--- config.mk ---
export PLATFORM = sky130hd
export DESIGN_NAME = pcm_voice_mixer
export DESIGN_NICKNAME = d
export VERILOG_FILES = /design/src/rtl/pcm_mix_pkg.sv /design/src/rtl/pcm_mix_regfile.sv /design/src/rtl/pcm_mix_step.sv /design/src/rtl/pcm_mix_seq.sv /design/src/rtl/pcm_mix_mac.sv /design/src/rtl/pcm_voice_mixer.sv
export SDC_FILE = /design/constraint.sdc
export NUM_CORES = 2
export LEC_CHECK = 0
export ABC_AREA = 0
export BUFFER_PORTS_ARGS = -buffer_cell sky130_fd_sc_hd__buf_2
export CORE_MARGIN = 2
export CORE_UTILIZATION = 40
export CTS_CLUSTER_SIZE = 30
export DETAILED_ROUTE_END_ITERATION = 16
export GPL_TIMING_DRIVEN = 0
export HOLD_SLACK_MARGIN = 0.15
export PLACE_DENSITY = 0.61
export SLEW_MARGIN = 20
export SYNTH_ARGS = -nofsm -noshare
export SYNTH_HDL_FRONTEND = slang
export SYNTH_SLANG_ARGS = --single-unit
--- constraint.sdc ---
create_clock -name clk -period 45.2 [get_ports clk]
set_input_delay 4.52 -clock clk [delete_from_list [all_inputs] [get_ports clk]]
set_output_delay 4.52 -clock clk [all_outputs]
set_load 0.005 [all_outputs]
--- src/rtl/pcm_mix_pkg.sv ---
package pcm_mix_pkg;

  // Fixed field offsets; software and the voice decode depend on them.
  localparam logic [7:0] POS_BASE  = 8'h00;
  localparam logic [7:0] RATE_BASE = 8'h16;
  localparam logic [7:0] LIM_BASE  = 8'h21;
  localparam logic [7:0] LOOP_BASE = 8'h2C;
  localparam logic [7:0] BANK_BASE = 8'h37;
  localparam logic [7:0] VOLR_BASE = 8'h42;
  localparam logic [7:0] VOLL_BASE = 8'h4D;
  localparam int unsigned MAP_SLOTS = 11;

  typedef enum logic [1:0] {
    SEQ_IDLE = 2'd0,
    SEQ_RUN  = 2'd1,
    SEQ_DONE = 2'd2
  } seq_state_e;

endpackage

--- src/rtl/pcm_mix_regfile.sv ---
module pcm_mix_regfile
  import pcm_mix_pkg::*;
#(
  parameter int NUM_VOICES = 11,
  parameter int ADDR_W     = 16,
  parameter int FRAC_W     = 8,
  parameter int RATE_W     = 16,
  parameter int BANK_W     = 8,
  parameter int VOL_W      = 16,
  parameter int DATA_W     = 16,
  parameter int IDX_W      = 4
) (
  input  logic              clk,
  input  logic              rst_n,
  input  logic              reg_we,
  input  logic [7:0]        reg_addr,
  input  logic [DATA_W-1:0] reg_wdata,
  input  logic [IDX_W-1:0]  sel,
  input  logic              upd_en,
  input  logic [ADDR_W-1:0] upd_int,
  input  logic [FRAC_W-1:0] upd_frac,
  output logic [ADDR_W-1:0] sel_int,
  output logic [FRAC_W-1:0] sel_frac,
  output logic [RATE_W-1:0] sel_rate,
  output logic [ADDR_W-1:0] sel_lim,
  output logic [ADDR_W-1:0] sel_loop,
  output logic [BANK_W-1:0] sel_bank,
  output logic [VOL_W-1:0]  sel_voll,
  output logic [VOL_W-1:0]  sel_volr
);

  localparam int SLOTS = 1 << IDX_W;

  logic [ADDR_W-1:0] int_a  [SLOTS];
  logic [FRAC_W-1:0] frac_a [SLOTS];
  logic [RATE_W-1:0] rate_a [SLOTS];
  logic [ADDR_W-1:0] lim_a  [SLOTS];
  logic [ADDR_W-1:0] loop_a [SLOTS];
  logic [BANK_W-1:0] bank_a [SLOTS];
  logic [VOL_W-1:0]  voll_a [SLOTS];
  logic [VOL_W-1:0]  volr_a [SLOTS];

  for (genvar v = 0; v < SLOTS; v++) begin : g_slot
    if (v < NUM_VOICES) begin : g_voice
      localparam logic [7:0] A_POS  = POS_BASE  + 8'(v);
      localparam logic [7:0] A_RATE = RATE_BASE + 8'(v);
      localparam logic [7:0] A_LIM  = LIM_BASE  + 8'(v);
      localparam logic [7:0] A_LOOP = LOOP_BASE + 8'(v);
      localparam logic [7:0] A_BANK = BANK_BASE + 8'(v);
      localparam logic [7:0] A_VOLR = VOLR_BASE + 8'(v);
      localparam logic [7:0] A_VOLL = VOLL_BASE + 8'(v);

      logic              pos_en, cfg_en;
      logic [ADDR_W-1:0] int_q, int_d, lim_q, lim_d, loop_q, loop_d;
      logic [FRAC_W-1:0] frac_q, frac_d;
      logic [RATE_W-1:0] rate_q, rate_d;
      logic [BANK_W-1:0] bank_q, bank_d;
      logic [VOL_W-1:0]  voll_q, voll_d, volr_q, volr_d;

      always_comb begin
        int_d  = int_q;
        frac_d = frac_q;
        rate_d = rate_q;
        lim_d  = lim_q;
        loop_d = loop_q;
        bank_d = bank_q;
        voll_d = voll_q;
        volr_d = volr_q;
        // a software position write wins over the engine's step
        if (reg_we && (reg_addr == A_POS)) begin
          int_d  = reg_wdata[ADDR_W-1:0];
          frac_d = '0;
        end else if (upd_en && (sel == IDX_W'(v))) begin
          int_d  = upd_int;
          frac_d = upd_frac;
        end
        if (reg_we && (reg_addr == A_RATE)) rate_d = reg_wdata[RATE_W-1:0];
        if (reg_we && (reg_addr == A_LIM))  lim_d  = reg_wdata[ADDR_W-1:0];
        if (reg_we && (reg_addr == A_LOOP)) loop_d = reg_wdata[ADDR_W-1:0];
        if (reg_we && (reg_addr == A_BANK)) bank_d = reg_wdata[BANK_W-1:0];
        if (reg_we && (reg_addr == A_VOLL)) voll_d = reg_wdata[VOL_W-1:0];
        if (reg_we && (reg_addr == A_VOLR)) volr_d = reg_wdata[VOL_W-1:0];
      end

      assign pos_en = reg_we || (upd_en && (sel == IDX_W'(v)));
      assign cfg_en = reg_we;

      always_ff @(posedge clk or negedge rst_n) begin
        if (!rst_n) begin
          int_q  <= '0;
          frac_q <= '0;
        end else if (pos_en) begin
          int_q  <= int_d;
          frac_q <= frac_d;
        end
      end

      always_ff @(posedge clk or negedge rst_n) begin
        if (!rst_n) begin
          rate_q <= '0;
          lim_q  <= '0;
          loop_q <= '0;
          bank_q <= '0;
          voll_q <= '0;
          volr_q <= '0;
        end else if (cfg_en) begin
          rate_q <= rate_d;
          lim_q  <= lim_d;
          loop_q <= loop_d;
          bank_q <= bank_d;
          voll_q <= voll_d;
          volr_q <= volr_d;
        end
      end

      assign int_a[v]  = int_q;
      assign frac_a[v] = frac_q;
      assign rate_a[v] = rate_q;
      assign lim_a[v]  = lim_q;
      assign loop_a[v] = loop_q;
      assign bank_a[v] = bank_q;
      assign voll_a[v] = voll_q;
      assign volr_a[v] = volr_q;
    end else begin : g_pad
      assign int_a[v]  = '0;
      assign frac_a[v] = '0;
      assign rate_a[v] = '0;
      assign lim_a[v]  = '0;
      assign loop_a[v] = '0;
      assign bank_a[v] = '0;
      assign voll_a[v] = '0;
      assign volr_a[v] = '0;
    end
  end

  assign sel_int  = int_a[sel];
  assign sel_frac = frac_a[sel];
  assign sel_rate = rate_a[sel];
  assign sel_lim  = lim_a[sel];
  assign sel_loop = loop_a[sel];
  assign sel_bank = bank_a[sel];
  assign sel_voll = voll_a[sel];
  assign sel_volr = volr_a[sel];

endmodule

--- src/rtl/pcm_mix_step.sv ---
module pcm_mix_step #(
  parameter int ADDR_W = 16,
  parameter int FRAC_W = 8,
  parameter int RATE_W = 16
) (
  input  logic [ADDR_W-1:0] pos_int,
  input  logic [FRAC_W-1:0] pos_frac,
  input  logic [RATE_W-1:0] rate,
  input  logic [ADDR_W-1:0] limit,
  input  logic [ADDR_W-1:0] loop_start,
  output logic [ADDR_W-1:0] nxt_int,
  output logic [FRAC_W-1:0] nxt_frac
);

  localparam int POS_W = ADDR_W + FRAC_W;

  logic [POS_W:0]  sum;
  logic [ADDR_W:0] sum_int;
  logic            wrap;

  always_comb begin
    sum      = {1'b0, pos_int, pos_frac} + (POS_W + 1)'(rate);
    sum_int  = sum[POS_W:FRAC_W];
    // the carry bit takes part, so a step past the top always wraps
    wrap     = (sum_int >= {1'b0, limit});
    nxt_int  = wrap ? loop_start : sum_int[ADDR_W-1:0];
    nxt_frac = sum[FRAC_W-1:0];
  end

endmodule

--- src/rtl/pcm_mix_seq.sv ---
module pcm_mix_seq
  import pcm_mix_pkg::*;
#(
  parameter int NUM_VOICES = 11,
  parameter int IDX_W      = 4
) (
  input  logic             clk,
  input  logic             rst_n,
  input  logic             tick,
  output logic [IDX_W-1:0] idx,
  output logic             run,
  output logic             clr,
  output logic             done
);

  localparam logic [IDX_W-1:0] LAST = IDX_W'(NUM_VOICES - 1);

  seq_state_e       state_q, state_d;
  logic [IDX_W-1:0] idx_q, idx_d;

  always_comb begin
    state_d = state_q;
    idx_d   = idx_q;
    clr     = 1'b0;
    unique case (state_q)
      SEQ_IDLE: begin
        if (tick) begin
          state_d = SEQ_RUN;
          idx_d   = '0;
          clr     = 1'b1;
        end
      end
      SEQ_RUN: begin
        if (idx_q == LAST) state_d = SEQ_DONE;
        else               idx_d   = idx_q + 1'b1;
      end
      SEQ_DONE: state_d = SEQ_IDLE;
      default:  state_d = SEQ_IDLE;
    endcase
  end

  always_ff @(posedge clk or negedge rst_n) begin
    if (!rst_n) begin
      state_q <= SEQ_IDLE;
      idx_q   <= '0;
    end else begin
      state_q <= state_d;
      idx_q   <= idx_d;
    end
  end

  assign idx  = idx_q;
  assign run  = (state_q == SEQ_RUN);
  assign done = (state_q == SEQ_DONE);

endmodule

--- src/rtl/pcm_mix_mac.sv ---
module pcm_mix_mac #(
  parameter int SAMP_W = 8,
  parameter int VOL_W  = 16,
  parameter int ACC_W  = 32,
  parameter int OUT_W  = 16
) (
  input  logic              clk,
  input  logic              rst_n,
  input  logic              clr,
  input  logic              en,
  input  logic              done,
  input  logic [SAMP_W-1:0] sample,
  input  logic [VOL_W-1:0]  vol_l,
  input  logic [VOL_W-1:0]  vol_r,
  output logic [OUT_W-1:0]  out_left,
  output logic [OUT_W-1:0]  out_right,
  output logic              out_valid
);

  localparam int PROD_W = SAMP_W + VOL_W;

  logic signed [PROD_W-1:0] smp_x, vl_x, vr_x, prod_l, prod_r;
  logic [ACC_W-1:0] acc_l_q, acc_l_d, acc_r_q, acc_r_d;
  logic [OUT_W-1:0] out_l_q, out_r_q;
  logic             valid_q;

  always_comb begin
    smp_x  = {{VOL_W{sample[SAMP_W-1]}}, sample};
    vl_x   = {{SAMP_W{vol_l[VOL_W-1]}}, vol_l};
    vr_x   = {{SAMP_W{vol_r[VOL_W-1]}}, vol_r};
    prod_l = smp_x * vl_x;
    prod_r = smp_x * vr_x;
    acc_l_d = acc_l_q;
    acc_r_d = acc_r_q;
    if (clr) begin
      acc_l_d = '0;
      acc_r_d = '0;
    end else if (en) begin
      acc_l_d = acc_l_q + {{(ACC_W-PROD_W){prod_l[PROD_W-1]}}, prod_l};
      acc_r_d = acc_r_q + {{(ACC_W-PROD_W){prod_r[PROD_W-1]}}, prod_r};
    end
  end

  always_ff @(posedge clk or negedge rst_n) begin
    if (!rst_n) begin
      acc_l_q <= '0;
      acc_r_q <= '0;
    end else if (clr || en) begin
      acc_l_q <= acc_l_d;
      acc_r_q <= acc_r_d;
    end
  end

  always_ff @(posedge clk or negedge rst_n) begin
    if (!rst_n) begin
      out_l_q <= '0;
      out_r_q <= '0;
    end else if (done) begin
      out_l_q <= acc_l_q[ACC_W-1:ACC_W-OUT_W];
      out_r_q <= acc_r_q[ACC_W-1:ACC_W-OUT_W];
    end
  end

  always_ff @(posedge clk or negedge rst_n) begin
    if (!rst_n) valid_q <= 1'b0;
    else        valid_q <= done;
  end

  assign out_left  = out_l_q;
  assign out_right = out_r_q;
  assign out_valid = valid_q;

endmodule

--- src/rtl/pcm_voice_mixer.sv ---
module pcm_voice_mixer
  import pcm_mix_pkg::*;
#(
  parameter int NUM_VOICES = 11,
  parameter int ADDR_W     = 16,
  parameter int FRAC_W     = 8,
  parameter int RATE_W     = 16,
  parameter int BANK_W     = 8,
  parameter int VOL_W      = 16,
  parameter int SAMP_W     = 8,
  parameter int DATA_W     = 16,
  parameter int ACC_W      = 32,
  parameter int OUT_W      = 16
) (
  input  logic              clk,
  input  logic              rst_n,
  input  logic              tick,
  input  logic              reg_we,
  input  logic [7:0]        reg_addr,
  input  logic [DATA_W-1:0] reg_wdata,
  output logic              mem_rd,
  output logic [ADDR_W-1:0] mem_addr,
  output logic [BANK_W-1:0] mem_bank,
  input  logic [SAMP_W-1:0] mem_data,
  output logic [OUT_W-1:0]  out_left,
  output logic [OUT_W-1:0]  out_right,
  output logic              out_valid
);

  localparam int IDX_W = $clog2(NUM_VOICES);

  initial begin
    if (NUM_VOICES < 2 || NUM_VOICES > MAP_SLOTS)
      $error("NUM_VOICES must lie between 2 and the register map capacity");
  end

  logic [1:0]        rst_sync_q;
  logic              rst_sync_n;
  logic [IDX_W-1:0]  idx;
  logic              run, clr, done, active;
  logic [ADDR_W-1:0] sel_int, sel_lim, sel_loop, upd_int;
  logic [FRAC_W-1:0] sel_frac, upd_frac;
  logic [RATE_W-1:0] sel_rate;
  logic [BANK_W-1:0] sel_bank;
  logic [VOL_W-1:0]  sel_voll, sel_volr;

  always_ff @(posedge clk or negedge rst_n) begin
    if (!rst_n) rst_sync_q <= 2'b00;
    else        rst_sync_q <= {rst_sync_q[0], 1'b1};
  end
  assign rst_sync_n = rst_sync_q[1];

  pcm_mix_seq #(
    .NUM_VOICES(NUM_VOICES), .IDX_W(IDX_W)
  ) u_seq (
    .clk(clk), .rst_n(rst_sync_n), .tick(tick),
    .idx(idx), .run(run), .clr(clr), .done(done)
  );

  pcm_mix_regfile #(
    .NUM_VOICES(NUM_VOICES), .ADDR_W(ADDR_W), .FRAC_W(FRAC_W),
    .RATE_W(RATE_W), .BANK_W(BANK_W), .VOL_W(VOL_W),
    .DATA_W(DATA_W), .IDX_W(IDX_W)
  ) u_regs (
    .clk(clk), .rst_n(rst_sync_n),
    .reg_we(reg_we), .reg_addr(reg_addr), .reg_wdata(reg_wdata),
    .sel(idx), .upd_en(mem_rd), .upd_int(upd_int), .upd_frac(upd_frac),
    .sel_int(sel_int), .sel_frac(sel_frac), .sel_rate(sel_rate),
    .sel_lim(sel_lim), .sel_loop(sel_loop), .sel_bank(sel_bank),
    .sel_voll(sel_voll), .sel_volr(sel_volr)
  );

  pcm_mix_step #(
    .ADDR_W(ADDR_W), .FRAC_W(FRAC_W), .RATE_W(RATE_W)
  ) u_step (
    .pos_int(sel_int), .pos_frac(sel_frac), .rate(sel_rate),
    .limit(sel_lim), .loop_start(sel_loop),
    .nxt_int(upd_int), .nxt_frac(upd_frac)
  );

  assign active   = (sel_voll != '0) || (sel_volr != '0);
  assign mem_rd   = run && active;
  assign mem_addr = sel_int;
  assign mem_bank = sel_bank;

  pcm_mix_mac #(
    .SAMP_W(SAMP_W), .VOL_W(VOL_W), .ACC_W(ACC_W), .OUT_W(OUT_W)
  ) u_mac (
    .clk(clk), .rst_n(rst_sync_n), .clr(clr), .en(mem_rd), .done(done),
    .sample(mem_data), .vol_l(sel_voll), .vol_r(sel_volr),
    .out_left(out_left), .out_right(out_right), .out_valid(out_valid)
  );

endmodule

==> qor.csv <==
stage,metric,value,unit
run_status,status,completed,
place,port_buffers,77,
logic_synthesis,synth.yosys.seq_area_share,44.97,%
flow_run,max-cap-violations,0,
sta,fin_crit_sh,27.16,%
detailed_routing,ant_nets,0,
global_routing,gr-total-overflow,0,
floorplanning,rows,158,
sta,hold_viol_final,0,
floorplanning,fp.dieH,435.3,um
clock_network,cts_tree,built,
sta,rsz0062_at_grt,no,
clock_network,clockBufferDepth,3,
sta,worst_pin_slew,1.340,ns
layout,layout.nets,6926,
detailed_routing,firstDrtPassIters,8,
sta,relSlewSlack,10.33,%
logic_synthesis,async_flop_share,100.0,%
clock_network,cts_setup_buffers,0,
setup_path,path_max_fanout,11,
floorplanning,io-pin-count,94,
worst_hold_path,hp-class,reg -> async,
sta,tns,0,ns
sta,clock.fmax,81.46,MHz
floorplanning,core,185000,um2
clock_network,cts_resized,0,
sta,setup_viol_count_final,0,
logic_synthesis,synth_xor_area_share,1.342,%
floorplanning,start_util,40.21,%
global_routing,grt_start_max_net_pins,59,
detailed_routing,drc,0,
global_routing,grt_pass1_vias,53865,
detailed_routing,vias,53963,
setup_path,crit_path_end_kind,flop,
logic_synthesis,synth_cell_types,80,
place,hpwlAfterDp,192300,um
logic_synthesis,yosys.area_share.adder,8.785,%
setup_path,cp_data_arrival_time,12.92,ns
sta,drv_slew,0,
detailed_routing,wl_per_cell,29.05,um
logic_synthesis,synthMuxAreaShare,24.91,%
logic_synthesis,syn_nets,6655,
layout,area_delta_synth_final,12.88,%
power,powerDensity,68.20,nW/um2
logic_synthesis,synth.avg_cell_area,11.96,um2
logic_synthesis,synth-edff-count,0,
sta,finClkSkew,0.06018,ns
logic_synthesis,synth_flop_cell,dfrtp_1,
setup_path,worstSetupPathType,in -> reg,
detailed_routing,initialDrtViolationCount,7085,
clock_network,cts_made_buffers,150,
detailed_routing,drt-total-wl,264700,um
floorplanning,die_area,189500,um2
power,vdd_ir_drop_max,73.82,uV
sta,worst_hold_slack,0.3018,ns
clock_network,clock_sinks,1337,
detailed_routing,vias_per_cell,5.923,
logic_synthesis,synth_top_family_by_area,multiplexers,
layout,layout-drive-gt1-share,27.06,%
place,finalWeightedCongestion,0.9890,
global_routing,grt_usage,27.54,%
clock_network,cts_hold_buf,0,
logic_synthesis,synth_simple_gate_area_share,6.981,%
global_routing,grt_pass1_wl,380600,um
logic_synthesis,synth-compound-area-share,8.232,%
clock_network,root_buffer,clkbuf_16,
floorplanning,die_w,435.3,um
logic_synthesis,synth_seq_cells,1337,
clock_network,insertion_delay,0.83,ns
setup_path,worstSetupStartpointType,primary input,
layout,fillers,16973,
global_routing,antenna_found_initial,34,
clock_network,htree_levels,4,
setup_path,reg2reg_slack,34.21,ns
clock_network,clkTransAtPathRegs,0.06,ns
setup_path,cp.required,45.84,ns
logic_synthesis,syn_inst,6222,
power,power.static_leakage,40.09,nW
logic_synthesis,synth_area,74400,um2
sta,fin_crit,12.28,ns
logic_synthesis,ys.warnings.count,0,
[path summary, 6_finish.rpt]
check,cells past startpoint,to,startpoint
worst max-delay path,27,u_mac.acc_r_q[31]$_DFFE_PN0P_,mem_data[7]
worst min-delay path,1,u_regs.g_slot[7].g_voice.lim_q[11]$_DFFE_PN0P_,rst_sync_q[1]$_DFF_PN0_
worst max register to register,30,u_regs.g_slot[10].g_voice.int_q[13]$_DFFE_PN0P_,u_seq.idx[1]$_DFFE_PN0P_
worst min register to register,1,u_regs.g_slot[7].g_voice.lim_q[11]$_DFFE_PN0P_,rst_sync_q[1]$_DFF_PN0_
max in group asynchronous,1,rst_sync_q[1]$_DFF_PN0_,rst_n
min in group clk,0,rst_sync_q[1]$_DFF_PN0_,rst_sync_q[0]$_DFF_PN0_
[power by group]
part | internal (mW) | switching [mW] | total, mW
clock network | 0.719 | 0.542 | 1.26
registers | 1.40 | 0.105 | 1.50
logic | 1.10 | 1.87 | 2.97
[routing by layer]
metal,GRT usage [%],part of all wire (%),up-vias
met3,8.630,11,563
met2,40.72,44,2725
met1,37.38,41,28131
met4,11.53,4.3,12
li1,-,-,22532
met5,0,0.045,-
[final cells by class]
class,instances,area (um2),share of cell area (%)
Antenna cell,20,50.05,0.05959
Buffer,464,2068,2.463
Clock buffer,221,4373,5.207
Clock inverter,49,681.9,0.8119
Inverter,410,1539,1.832
Multi-Input combinational cell,4011,37400,44.53
Sequential cell,1337,33460,39.84
Tap cell,2480,3103,3.695
Timing Repair Buffer,119,1310,1.560
[synthesized netlist by cell type, drive strengths merged (43+ instances only)]
| cell type | n | area share [%] |
|---|---|---|
| a21o | 43 | 0.43 |
| a21oi | 373 | 2.5 |
| a222oi | 90 | 1.2 |
| a22o | 44 | 0.52 |
| a22oi | 43 | 0.43 |
| and2 | 195 | 1.6 |
| buf | 129 | 1.0 |
| clkbuf | 334 | 1.7 |
| dfrtp | 1337 | 45 |
| fa | 209 | 5.6 |
| ha | 188 | 3.2 |
| inv | 410 | 2.1 |
| mux2 | 1049 | 16 |
| mux2i | 160 | 2.2 |
| mux4 | 224 | 6.8 |
| nand2 | 376 | 1.9 |
| nand3 | 84 | 0.57 |
| nor2 | 310 | 1.6 |
| o21ai | 144 | 0.97 |
| o22ai | 65 | 0.56 |
| xnor2 | 83 | 0.98 |
[registers in the layout, summed over array words and instances, names as in the netlist]
register,flops
u_regs.g_slot.g_voice.frac_q,88
u_regs.g_slot.g_voice.voll_q,176
u_regs.g_slot.g_voice.bank_q,88
u_seq.idx,4
u_regs.g_slot.g_voice.volr_q,176
u_regs.g_slot.g_voice.rate_q,176
u_regs.g_slot.g_voice.lim_q,176
rst_sync_q,2
u_mac.acc_l_q,32
u_mac.acc_r_q,32
u_regs.g_slot.g_voice.int_q,176
u_regs.g_slot.g_voice.loop_q,176
u_mac.out_left,16
u_mac.out_valid,1
u_mac.out_right,16
u_seq.state_q,2
[kinds of logic (layout without fill, tap and decap cells)]
family | Yosys count | count (layout)
and+or+nand+nor | 1115 | 1115
other | 1 | 21
DFF | 1337 | 1337
buffers and inverters | 874 | 1263
muxes | 1433 | 1433
adders and majority gates | 397 | 397
AOI/OAI and AO/OA | 951 | 951
xor gates and xnor gates | 114 | 114
[metrics by stage]
step                instances  cell area [um2]  worst slack [ns]  total power [mW]  utilization, %
detailed placement       8816            78830             32.22             4.415           42.60
global placement         8779            77890            -10.25             4.354           42.09
global route             9100            83960             32.54             6.030           45.37
floorplan                6222            74400             5.171             3.493               -
CTS                      9086            83880             33.02             5.673           45.33
finish                   9111            83980             32.92             5.728           45.39
[critical path, stage by stage]
cell	delay, ns
buf_2	0.13
inv_1	0.17
clkbuf_1	0.72
fa_1	0.56
fa_1	0.52
inv_1	0.06
fa_1	0.52
inv_1	0.05
fa_1	0.48
inv_1	0.05
ha_1	0.33
nand3_1	0.12
o211ai_1	0.12
o41ai_1	0.76
o31a_1	0.30
o311a_1	0.24
a21oi_1	0.10
xnor2_1	0.83
ha_1	0.42
nand3_1	0.11
o22a_1	0.12
o21ai_0	0.18
o41ai_1	0.75
o21ai_0	0.26
xnor2_1	0.18
o211ai_1	0.20
o31ai_1	0.09
[cells in the final DEF, fill, tap and decap left out, types with 43 or more instances in the layout]
cell type and count:
inv_1 408, fa_1 209, buf_2 160, and2_1 195, mux2i_1 160, nand2_1 375
a222oi_1 90, o21ai_0 143, a22o_1 44, nor2_1 310, nand3_1 84, clkbuf_16 152
clkbuf_1 331, a21o_1 43, dfrtp_1 1336, ha_1 188, a22oi_1 43, xnor2_1 83
a21oi_1 373, mux4_2 214, o22ai_1 63, mux2_2 1040
(Power assumes the default switching activity.)
